`config.mk`:
```
export PLATFORM = sky130hd
export DESIGN_NAME = i2c_slave_engine
export DESIGN_NICKNAME = d
export VERILOG_FILES = /design/src/rtl/i2cs_pkg.sv /design/src/rtl/i2cs_line_filter.sv /design/src/rtl/i2cs_bus_cond.sv /design/src/rtl/i2c_slave_engine.sv
export SDC_FILE = /design/constraint.sdc
export NUM_CORES = 1
export LEC_CHECK = 0
export ABC_AREA = 1
export BUFFER_PORTS_ARGS = -buffer_cell sky130_fd_sc_hd__buf_2
export CAP_MARGIN = 10
export CORE_ASPECT_RATIO = 0.7
export CORE_UTILIZATION = 40
export DETAILED_ROUTE_END_ITERATION = 8
export PLACE_DENSITY_LB_ADDON = 0.12
export SKIP_CTS_REPAIR_TIMING = 1
export SYNTH_ARGS = -nofsm -noshare
export SYNTH_HDL_FRONTEND = slang
export SYNTH_SLANG_ARGS = --single-unit
```
`constraint.sdc`:
```
create_clock -name clk -period 2.8 [get_ports clk]
set_input_delay 0.28 -clock clk [delete_from_list [all_inputs] [get_ports clk]]
set_output_delay 0.28 -clock clk [all_outputs]
set_load 0.1 [all_outputs]
```
`src/rtl/i2cs_pkg.sv`:
```
package i2cs_pkg;
  localparam int BYTE_W = 8;
  localparam logic [4:0] HDR10_TAG = 5'b11110;
  localparam logic [7:0] GCALL_BYTE = 8'h00;

  typedef enum logic [3:0] {
    ST_IDLE,
    ST_ADDR,
    ST_ADDR2,
    ST_ACK_WAIT,
    ST_ACK_HOLD,
    ST_RX,
    ST_TLOAD,
    ST_TX,
    ST_TACK,
    ST_TNEXT,
    ST_WAIT
  } i2cs_state_e;
endpackage

```
`src/rtl/i2cs_line_filter.sv`:
```
module i2cs_line_filter #(
  parameter int SYNC_STAGES = 2,
  parameter int FILT_LEN    = 3
) (
  input  logic clk,
  input  logic rst,
  input  logic din,
  output logic dout
);
  localparam int CW = $clog2(FILT_LEN + 1);

  logic [SYNC_STAGES-1:0] sync_q;
  logic [CW-1:0]          run_cnt;
  logic                   sync_out;

  assign sync_out = sync_q[SYNC_STAGES-1];

  always_ff @(posedge clk) begin
    if (rst) sync_q <= '1;
    else     sync_q <= {sync_q[SYNC_STAGES-2:0], din};
  end

  // output follows the synchronised line only after FILT_LEN steady cycles
  always_ff @(posedge clk) begin
    if (rst) begin
      dout    <= 1'b1;
      run_cnt <= '0;
    end else if (sync_out == dout) begin
      run_cnt <= '0;
    end else if (run_cnt == CW'(FILT_LEN - 1)) begin
      dout    <= sync_out;
      run_cnt <= '0;
    end else begin
      run_cnt <= run_cnt + 1'b1;
    end
  end

  // filtered level only ever moves toward the synchronised level
  p_filter_follow_r1: assert property (@(posedge clk) disable iff (rst)
    (dout != $past(dout)) |-> (dout == $past(sync_out)));
endmodule

```
`src/rtl/i2cs_bus_cond.sv`:
```
module i2cs_bus_cond #(
  parameter int SYNC_STAGES = 2,
  parameter int FILT_LEN    = 3
) (
  input  logic clk,
  input  logic rst,
  input  logic scl_i,
  input  logic sda_i,
  output logic scl_f,
  output logic sda_f,
  output logic scl_rise,
  output logic scl_fall,
  output logic start_det,
  output logic stop_det
);
  localparam int NLINES = 2;

  logic [NLINES-1:0] raw_lines;
  logic [NLINES-1:0] filt_lines;
  logic              scl_q, sda_q;

  assign raw_lines = {sda_i, scl_i};

  for (genvar i = 0; i < NLINES; i++) begin : g_line
    i2cs_line_filter #(.SYNC_STAGES(SYNC_STAGES), .FILT_LEN(FILT_LEN)) u_filt (
      .clk (clk),
      .rst (rst),
      .din (raw_lines[i]),
      .dout(filt_lines[i])
    );
  end

  assign scl_f = filt_lines[0];
  assign sda_f = filt_lines[1];

  always_ff @(posedge clk) begin
    if (rst) begin
      scl_q <= 1'b1;
      sda_q <= 1'b1;
    end else begin
      scl_q <= scl_f;
      sda_q <= sda_f;
    end
  end

  assign scl_rise  = scl_f & ~scl_q;
  assign scl_fall  = ~scl_f & scl_q;
  assign start_det = scl_f & scl_q & sda_q & ~sda_f;
  assign stop_det  = scl_f & scl_q & ~sda_q & sda_f;

  // bus conditions and clock edges never coincide
  p_cond_exclusive_r1: assert property (@(posedge clk) disable iff (rst)
    $onehot0({start_det, stop_det, scl_rise, scl_fall}));
endmodule

```
`src/rtl/i2c_slave_engine.sv`:
```
module i2c_slave_engine
  import i2cs_pkg::*;
#(
  parameter int SYNC_STAGES = 2,
  parameter int FILT_LEN    = 3
) (
  input  logic       clk,
  input  logic       rst,
  input  logic       scl_i,
  input  logic       sda_i,
  output logic       scl_oe,
  output logic       sda_oe,
  input  logic [9:0] cfg_addr,
  input  logic       cfg_mode10,
  input  logic       cfg_gc_en,
  input  logic       cfg_ack_en,
  output logic [7:0] rx_data,
  input  logic       rd_ack,
  input  logic [7:0] tx_data,
  input  logic       tx_wr,
  output logic       is_tx,
  output logic       gc_hit,
  output logic       ev_addr_match,
  output logic       ev_byte_done,
  output logic       ev_ack_fail,
  output logic       ev_stop
);
  localparam int CNT_W = $clog2(BYTE_W);
  localparam logic [CNT_W-1:0] LAST_BIT = CNT_W'(BYTE_W - 1);

  logic scl_f, sda_f, scl_rise, scl_fall, start_det, stop_det;

  i2cs_bus_cond #(.SYNC_STAGES(SYNC_STAGES), .FILT_LEN(FILT_LEN)) u_cond (
    .clk      (clk),
    .rst      (rst),
    .scl_i    (scl_i),
    .sda_i    (sda_i),
    .scl_f    (scl_f),
    .sda_f    (sda_f),
    .scl_rise (scl_rise),
    .scl_fall (scl_fall),
    .start_det(start_det),
    .stop_det (stop_det)
  );

  i2cs_state_e        state, nxt;
  logic [CNT_W-1:0]   bit_cnt;
  logic [BYTE_W-2:0]  sh_in;
  logic [BYTE_W-2:0]  sh_out;
  logic [BYTE_W-1:0]  byte_in;
  logic               ack_this, is_data, rx_pend, matched10, selected;
  logic               hdr_ok, own7_hit, gc_ok;

  assign byte_in  = {sh_in, sda_f};
  assign hdr_ok   = (byte_in[7:3] == HDR10_TAG) && (byte_in[2:1] == cfg_addr[9:8]);
  assign own7_hit = !cfg_mode10 && (byte_in[7:1] == cfg_addr[6:0]);
  assign gc_ok    = cfg_gc_en && (byte_in == GCALL_BYTE);

  always_ff @(posedge clk) begin
    if (rst) begin
      state         <= ST_IDLE;
      nxt           <= ST_IDLE;
      bit_cnt       <= '0;
      sh_in         <= '0;
      sh_out        <= '0;
      ack_this      <= 1'b0;
      is_data       <= 1'b0;
      rx_pend       <= 1'b0;
      matched10     <= 1'b0;
      selected      <= 1'b0;
      sda_oe        <= 1'b0;
      scl_oe        <= 1'b0;
      rx_data       <= '0;
      is_tx         <= 1'b0;
      gc_hit        <= 1'b0;
      ev_addr_match <= 1'b0;
      ev_byte_done  <= 1'b0;
      ev_ack_fail   <= 1'b0;
      ev_stop       <= 1'b0;
    end else begin
      ev_addr_match <= 1'b0;
      ev_byte_done  <= 1'b0;
      ev_ack_fail   <= 1'b0;
      ev_stop       <= 1'b0;
      if (rd_ack) rx_pend <= 1'b0;

      if (stop_det) begin
        state     <= ST_IDLE;
        sda_oe    <= 1'b0;
        scl_oe    <= 1'b0;
        matched10 <= 1'b0;
        selected  <= 1'b0;
        ev_stop   <= selected;
      end else if (start_det) begin
        state   <= ST_ADDR;
        bit_cnt <= '0;
        sda_oe  <= 1'b0;
        scl_oe  <= 1'b0;
      end else begin
        unique case (state)
          ST_ADDR: if (scl_rise) begin
            sh_in   <= byte_in[BYTE_W-2:0];
            bit_cnt <= bit_cnt + 1'b1;
            if (bit_cnt == LAST_BIT) begin
              is_data  <= 1'b0;
              ack_this <= 1'b1;
              state    <= ST_ACK_WAIT;
              if (!cfg_ack_en) begin
                state <= ST_WAIT;
              end else if (own7_hit) begin
                ev_addr_match <= 1'b1;
                selected      <= 1'b1;
                is_tx         <= byte_in[0];
                gc_hit        <= 1'b0;
                nxt           <= byte_in[0] ? ST_TLOAD : ST_RX;
              end else if (gc_ok) begin
                ev_addr_match <= 1'b1;
                selected      <= 1'b1;
                is_tx         <= 1'b0;
                gc_hit        <= 1'b1;
                nxt           <= ST_RX;
              end else if (cfg_mode10 && hdr_ok && !byte_in[0]) begin
                nxt <= ST_ADDR2;
              end else if (cfg_mode10 && hdr_ok && matched10) begin
                ev_addr_match <= 1'b1;
                selected      <= 1'b1;
                is_tx         <= 1'b1;
                gc_hit        <= 1'b0;
                nxt           <= ST_TLOAD;
              end else begin
                state <= ST_WAIT;
              end
            end
          end
          ST_ADDR2: if (scl_rise) begin
            sh_in   <= byte_in[BYTE_W-2:0];
            bit_cnt <= bit_cnt + 1'b1;
            if (bit_cnt == LAST_BIT) begin
              if (cfg_ack_en && byte_in == cfg_addr[7:0]) begin
                matched10     <= 1'b1;
                selected      <= 1'b1;
                ev_addr_match <= 1'b1;
                is_tx         <= 1'b0;
                gc_hit        <= 1'b0;
                is_data       <= 1'b0;
                ack_this      <= 1'b1;
                nxt           <= ST_RX;
                state         <= ST_ACK_WAIT;
              end else begin
                matched10 <= 1'b0;
                state     <= ST_WAIT;
              end
            end
          end
          ST_RX: if (scl_rise) begin
            sh_in   <= byte_in[BYTE_W-2:0];
            bit_cnt <= bit_cnt + 1'b1;
            if (bit_cnt == LAST_BIT) begin
              rx_data      <= byte_in;
              ev_byte_done <= 1'b1;
              rx_pend      <= 1'b1;
              is_data      <= 1'b1;
              ack_this     <= cfg_ack_en;
              nxt          <= ST_RX;
              state        <= ST_ACK_WAIT;
            end
          end
          ST_ACK_WAIT: if (scl_fall) begin
            sda_oe <= ack_this;
            scl_oe <= is_data && rx_pend && !rd_ack;
            state  <= ST_ACK_HOLD;
          end
          ST_ACK_HOLD: begin
            if (rd_ack) scl_oe <= 1'b0;
            if (scl_fall) begin
              sda_oe  <= 1'b0;
              scl_oe  <= (nxt == ST_TLOAD);
              bit_cnt <= '0;
              state   <= nxt;
            end
          end
          ST_TLOAD: if (tx_wr) begin
            sh_out  <= tx_data[BYTE_W-2:0];
            sda_oe  <= ~tx_data[BYTE_W-1];
            scl_oe  <= 1'b0;
            bit_cnt <= '0;
            state   <= ST_TX;
          end
          ST_TX: if (scl_fall) begin
            if (bit_cnt == LAST_BIT) begin
              sda_oe <= 1'b0;
              state  <= ST_TACK;
            end else begin
              sda_oe  <= ~sh_out[BYTE_W-2];
              sh_out  <= {sh_out[BYTE_W-3:0], 1'b0};
              bit_cnt <= bit_cnt + 1'b1;
            end
          end
          ST_TACK: if (scl_rise) begin
            if (sda_f) begin
              ev_ack_fail <= 1'b1;
              state       <= ST_WAIT;
            end else begin
              ev_byte_done <= 1'b1;
              state        <= ST_TNEXT;
            end
          end
          ST_TNEXT: if (scl_fall) begin
            scl_oe <= 1'b1;
            state  <= ST_TLOAD;
          end
          default: ;
        endcase
      end
    end
  end

  // idle engine drives neither line
  p_idle_quiet_r1: assert property (@(posedge clk) disable iff (rst)
    (state == ST_IDLE) |-> (!sda_oe && !scl_oe));
  // lines released right after a STOP
  p_stop_release_r1: assert property (@(posedge clk) disable iff (rst)
    stop_det |=> (!sda_oe && !scl_oe));
  // SCL is held only in a service slot
  p_stretch_slot_r8: assert property (@(posedge clk) disable iff (rst)
    scl_oe |-> (state == ST_ACK_HOLD || state == ST_TLOAD));
  // at most one event per cycle
  p_event_onehot_r6: assert property (@(posedge clk) disable iff (rst)
    $onehot0({ev_addr_match, ev_byte_done, ev_ack_fail, ev_stop}));
  // a not-acknowledged transmitter stays off SDA
  p_nack_release_r9: assert property (@(posedge clk) disable iff (rst)
    (state == ST_WAIT) |-> !sda_oe);
  // a stretch never begins while SCL is seen high
  p_stretch_low_r8: assert property (@(posedge clk) disable iff (rst)
    $rose(scl_oe) |-> !scl_f);
endmodule

```
==> results.yml, run 1 <==
power_and_ir_drop:
  irDropWorstVdd_uv: 613
  leakagePower_nw: 1.86
  powerDensity_mw_per_mm2: 893
sta:
  min_period_ns: 2.11
  slew_headroom_pct: 46.6
  fin_skew_ns: 0.00200
  layout_setup_ws_ns: 0.691
  period_share_pct: 75.3
  rsz0062_at_grt: "false"
  timing.fmax_mhz: 474
  drv_slew: 0
  final-hold-violation-count: 0
  max_slew.worst_pin.slew_ns: 0.800
  finalSetupViolations: 0
  fin_setup_tns_ns: 0
global_routing:
  grt_max_degree: 28
  antenna_found_initial: 0
  first_global_vias: 2805
  grt_overflow: 0
  grt_pass1_wl_um: 14000
  track_usage_pct: 22.2
clock_network:
  clock_path_buffers: 2
  htreeDepth: 3
  cts-root-buf: "clkbuf_16"
  cts.sink_count: 57
  clk_latency_ns: 0.33
  cts.clk_slew.worst_paths_ns: 0.05
  cts_tree: "built"
  cts_made_buffers: 9
worst_setup_path:
  crit_type: "reg2reg"
  cp.arrival_ns: 2.33
  cp_data_required_time_ns: 3.02
  cp_max_fo: 12
  end_kind: "flop"
  r2r_cells: 9
  start_kind: "flop"
logic_synthesis:
  syn_avg_cell_area_um2: 6.44
  synth_seq_cells: 57
  synthFlopType: "dfxtp_1"
  netlist_instances: 491
  synth_area_mm2: 0.00316
  yosys_warnings: 0
  syn_nets: 522
  ys_types: 34
  synthArstFlopShare_pct: 0
  ys_seq_area_share_pct: 36.1
  synth-edff-count: 0
route:
  drc: 0
  ant_nets: 0
  wire_per_inst_um: 13.4
  wl_um: 8610
  drt-pass1-iter-count: 5
  first_iter_violations: 236
  vias: 3160
  viasPerCell: 4.94
die:
  die_x_um: 108
  pin_count: 43
  start_util_pct: 42.3
  die_area_mm2: 0.00827
  rows: 26
  chipHeight_um: 76.4
  coreArea_mm2: 0.00748
run_status:
  outcome: "complete, no violations"
placed_design:
  place_ws_ns: 0.726
  gp_congestion: 0.916
  port-buffer-count: 42
  dpl-instance-area_mm2: 0.00345
  dp_hpwl_um: 6550
cells_and_area:
  syn_to_final_growth_pct: 18.8
  fillers: 802
  stdcell_area_mm2: 0.00376
  final_common_cell: "nand2_1"
  drive_gt1_share_pct: 18.6
  final_cell_mix: "nand2_1 (133), nor2_1 (61), inv_1 (57), dfxtp_1 (57), a21oi_1 (47)"
  final_nets: 568
  n_antenna_cell: 0
hold_path:
  hold_path_depth: 2
  hold_path_class: "in2reg"
flow_run:
  drv_cap: 0
cell usage after synthesis (all sizes together), types with 2 or more instances:
cell / number / area, um2
nand4: 5 / 31.3
o21ai: 35 / 175
a31oi: 6 / 37.5
or2: 4 / 25.0
dfxtp: 57 / 1140
nand3: 24 / 125
nor2: 71 / 325
nand2: 142 / 566
o211ai: 2 / 15.0
buf: 6 / 50.0
a21oi: 48 / 244
clkbuf: 3 / 11.3
ha: 4 / 50.1
inv: 72 / 273
nor3: 7 / 51.3
through the flow:
stage | util (%) | power, W | cells | hold slack, ns
finish | 50.2 | 0.00336 | 640 | 0.132
global route | 50.2 | 0.00358 | 640 | 0.127
CTS | 50.2 | 0.00336 | 640 | 0.123
detailed placement | 46.1 | 0.00224 | 624 | 0.400
global placement | 46.1 | 0.00224 | 624 | 0.392
floorplan | - | 0.00199 | 491 | 0.384
report_power, final:
part           switching [W]  leakage, nW  internal (W)
clock network       0.000375        0.149      0.000736
registers          0.0000647        0.462      0.000898
logic               0.000890         1.25      0.000394
total                0.00133         1.86       0.00203
flip-flops by register name, summed over array words and instances, names as in the netlist, 2 cells and up:
signal	cells
sh_out	7
sh_in	7
state	4
u_cond.g_line.u_filt.run_cnt	4
u_cond.g_line.u_filt.dout	2
u_cond.g_line.u_filt.sync_q	4
rx_data	8
nxt	3
bit_cnt	3
worst max-delay path, stage by stage, from the launching register on:
cell and delay [ns]:
dfxtp_1 0.62, inv_1 0.28, nand2_1 0.11, nand3_1 0.06
nor2_1 0.18, nand3_2 0.17, a21oi_1 0.27, nand3_1 0.17
nand2_1 0.09, nor2_1 0.06
routing by layer:
| layer | wire [um] | global-route usage (%) | share of wire [%] | vias up |
|---|---|---|---|---|
| met5 | 0 | 0 | 0 | - |
| met4 | 51 | 7.30 | 0.59 | 0 |
| met3 | 628 | 5.82 | 7.3 | 4 |
| met2 | 3370 | 30.6 | 39 | 103 |
| met1 | 4560 | 32.9 | 53 | 1390 |
| li1 | - | - | - | 1663 |
cell type report:
class / count / area [um2] / share of cell area [%]
Clock buffer: 12 / 256 / 6.83
Tap cell: 98 / 123 / 3.26
Timing Repair Buffer: 44 / 225 / 5.99
Inverter: 72 / 273 / 7.26
Sequential cell: 57 / 1140 / 30.4
Clock inverter: 4 / 51.3 / 1.37
Multi-Input combinational cell: 353 / 1690 / 44.9
logic make-up (layout without fill, tap and decap cells):
group | Yosys count | in the layout | synth area share (%)
XOR/XNOR | 1 | 1 | 0.277
adder cells (fa/ha/maj) | 4 | 4 | 1.58
flip-flops | 57 | 57 | 36.1
buffers and inverters | 81 | 132 | 10.6
AO/OA/AOI/OAI | 94 | 94 | 15.7
AND/OR/NAND/NOR | 254 | 254 | 35.8
worst paths after layout:
path,end,startpoint,slack (ns)
worst max-delay path,nxt[1]$_SDFFE_PP0P_,u_cond.g_line[1].u_filt.dout$_SDFFE_PP1P_,0.69
worst min-delay path,u_cond.g_line[1].u_filt.sync_q[0]$_SDFF_PP1_,sda_i,0.13
worst max register to register,nxt[1]$_SDFFE_PP0P_,u_cond.g_line[1].u_filt.dout$_SDFFE_PP1P_,0.69
worst min register to register,u_cond.g_line[0].u_filt.run_cnt[0]$_SDFF_PP0_,u_cond.g_line[0].u_filt.run_cnt[0]$_SDFF_PP0_,0.41
No activity file was read; power rests on OpenSTA's default activity.
==> run 2: changes to the inputs <==
--- a/config.mk
+++ b/config.mk
@@ -5,7 +5,7 @@
 export SDC_FILE = /design/constraint.sdc
 export NUM_CORES = 1
 export LEC_CHECK = 0
-export ABC_AREA = 1
+export ABC_AREA = 0
 export BUFFER_PORTS_ARGS = -buffer_cell sky130_fd_sc_hd__buf_2
 export CAP_MARGIN = 10
 export CORE_ASPECT_RATIO = 0.7
==> constraint.sdc (replaced) <==
create_clock -name clk -period 1.9 [get_ports clk]
set_input_delay 0.19 -clock clk [delete_from_list [all_inputs] [get_ports clk]]
set_output_delay 0.19 -clock clk [all_outputs]
set_load 0.1 [all_outputs]
==> results.yml, run 2 <==
power_and_ir_drop:
  combPwrFrac_pct: 22.7
  netSwitchingFraction_pct: 29.7
  powerDensity_mw_per_mm2: 760
  seqPwrFrac_pct: 41.3
  irDropWorstVdd_uv: 579
  leakagePower_nw: 1.78
  p_sw_w: 0.000909
  pwr-share-clk_pct: 36.0
  intPower_w: 0.00215
route:
  drc: 0
  wire_per_inst_um: 15.2
  wl_um: 8600
  viasPerCell: 5.27
  ant_nets: 0
  drt-pass1-iter-count: 5
  first_iter_violations: 166
  vias: 2970
sta:
  hold_slack_ns: 0.0223
  finalSetupViolations: 1
  drv_slew: 0
  final-hold-violation-count: 0
  min_period_ns: 1.92
  fin_skew_ns: 0.00926
  max_slew.worst_pin.slew_ns: 0.491
  layout_setup_ws_ns: -0.0173
  slew_headroom_pct: 67.5
  timing.fmax_mhz: 522
  period_share_pct: 101
  rsz0062_at_grt: "true"
die:
  die_area_mm2: 0.00811
  pin_count: 43
  rows: 26
  start_util_pct: 42.0
  die_x_um: 107
  coreArea_mm2: 0.00738
  chipHeight_um: 75.6
placed_design:
  gp_congestion: 0.880
  dpl.cell_count: 543
  port-buffer-count: 42
  dp_hpwl_um: 6470
logic_synthesis:
  synth_common_cells: "dfxtp_1 (57), nor2_1 (49), nand2_1 (41), a21oi_1 (22), mux2i_1 (22)"
  yosys_warnings: 0
  synth_seq_cells: 57
  synth_top_cell_by_area: "dfxtp_1"
  synth_area_mm2: 0.00310
  synthFlopType: "dfxtp_1"
  ys_seq_area_share_pct: 36.8
  synthArstFlopShare_pct: 0
  post-synth-top-count-cell: "dfxtp_1"
  yosysTopAreaCellShare_pct: 36.8
  ys_types: 62
  yosys-top-cells-area: "dfxtp_1 (37%), mux2i_1 (7.1%), nor2_1 (5.9%), nand2_1 (5.0%), xnor2_1 (4.2%)"
  netlist_instances: 374
  syn_avg_cell_area_um2: 8.29
  synth-edff-count: 0
  syn_nets: 405
worst_setup_path:
  cp.arrival_ns: 2.16
  end_kind: "flop"
  cpMaxStageDelayCell: "or4_4"
  r2r_cells: 6
  cp_top_family: "simple AND/OR/NAND/NOR gates"
  cp_max_fo: 6
  critPathMaxStageDelay_ns: 0.52
  crit_path_cell_trace: "xor2_1 > or4_4 > o21a_4 > a21boi_4 > o21bai_4 > mux2_4"
  crit_type: "reg2reg"
  cp_data_required_time_ns: 2.15
  path_depth: 6
  crit_buf_inv: 0
  start_kind: "flop"
clock_network:
  cts_made_buffers: 9
  clock_path_buffers: 2
  clk_latency_ns: 0.35
  cts_tree: "built"
  cts.sink_count: 57
  htreeDepth: 3
  cts-root-buf: "clkbuf_8"
  cts.clk_slew.worst_paths_ns: 0.07
global_routing:
  grt_max_degree: 30
  first_global_vias: 2645
  grt_overflow: 0
  antenna_found_initial: 0
  grt_pass1_wl_um: 13700
  track_usage_pct: 22.8
cells_and_area:
  syn_to_final_growth_pct: 29.8
  regMostFlops: "rx_data"
  n_antenna_cell: 0
  final_cell_mix: "buf_4 (59), dfxtp_1 (50), nor2_1 (48)"
  fillers: 697
  reg_top3: "rx_data (8), sh_in (7), sh_out (7)"
  drive_gt1_share_pct: 32.6
  final_common_cell: "buf_4"
  largest_register_ffs: 8
  post_layout_nonfiller_instances: 564
  final_util_pct: 54.5
  final_nets: 492
hold_path:
  hold_path_depth: 2
  hold_path_class: "in2reg"
run_status:
  violations: "negative setup slack"
  outcome: "finished, violations left"
flow_run:
  drv_cap: 0
-- run 2: cell count changes after synthesis, sizes merged, moves of 7 or more --
cell    change
nor2       -22
inv        -64
nand2     -101
xnor2      +15
nor2b       +7
a21oi      -26
mux2i      +22
o21ai      -20
nand2b      +8
nand3      -11
clkbuf     +13
-- run 2: cell families (layout without fill, tap and decap cells) --
logic type / after synthesis / count (layout) / synth area share, %
flops: 57 / 57 / 36.8
mux: 23 / 23 / 7.59
compound gates: 79 / 79 / 18.7
xor+xnor: 22 / 22 / 6.22
buf+inv: 36 / 128 / 5.13
fa+ha+maj: 4 / 4 / 1.61
simple gates: 153 / 153 / 23.9
-- run 2: final cells by class --
class / instances / area, um2 / share of cell area (%)
well taps: 98 / 123 / 3.05
repair buffers: 104 / 696 / 17.3
inverters: 8 / 30.0 / 0.746
clock buffers: 11 / 131 / 3.26
flip-flops and latches: 57 / 1150 / 28.6
multi-input cells: 281 / 1840 / 45.6
clock inverters: 5 / 56.3 / 1.40
-- run 2: worst paths after layout --
kind | end | start | slack [ns]
max | nxt[1]$_SDFFE_PP0P_ | sh_in[3]$_SDFFE_PP0P_ | -0.02
min | u_cond.g_line[1].u_filt.sync_q[0]$_SDFF_PP1_ | sda_i | 0.02
max reg2reg | nxt[1]$_SDFFE_PP0P_ | sh_in[3]$_SDFFE_PP0P_ | -0.02
min reg2reg | u_cond.g_line[0].u_filt.sync_q[1]$_SDFF_PP1_ | u_cond.g_line[0].u_filt.sync_q[0]$_SDFF_PP1_ | 0.41
-- run 2: through the flow --
step,worst slack (ns),instance area (um2),TNS [ns],power (W)
after floorplan,-0.0430,3100,-0.0430,0.00165
after global placement,-0.0486,3740,-0.149,0.00196
after detailed placement,-0.0988,3740,-0.385,0.00196
after CTS,-0.111,3930,-0.549,0.00307
after global routing,-0.0557,4020,-0.318,0.00320
final,-0.0173,4020,-0.0173,0.00306
-- run 2: per-layer routing --
metal	routed length [um]	GRT usage, %	up-vias
met4	64	6.85	0
met1	4560	33.8	1407
met2	3360	30.8	73
met5	0	0	-
met3	606	7.70	5
li1	-	-	1485
-- run 2: worst register-to-register path, cell delays in order, from the launching register on --
cell and delay, ns:
dfxtp_4 0.36, xor2_1 0.16, or4_4 0.52, o21a_4 0.24, a21boi_4 0.16, o21bai_4 0.08, mux2_4 0.30
-- run 2: power by group through the flow --
stage	Sequential, W	Clock (W)	Combinational, W
after floorplan	0.00125	0	0.000405
after global placement	0.00129	0	0.000676
after global routing	0.00127	0.00118	0.000752
final	0.00126	0.00110	0.000695
after CTS	0.00126	0.00113	0.000681
after detailed placement	0.00129	0	0.000674
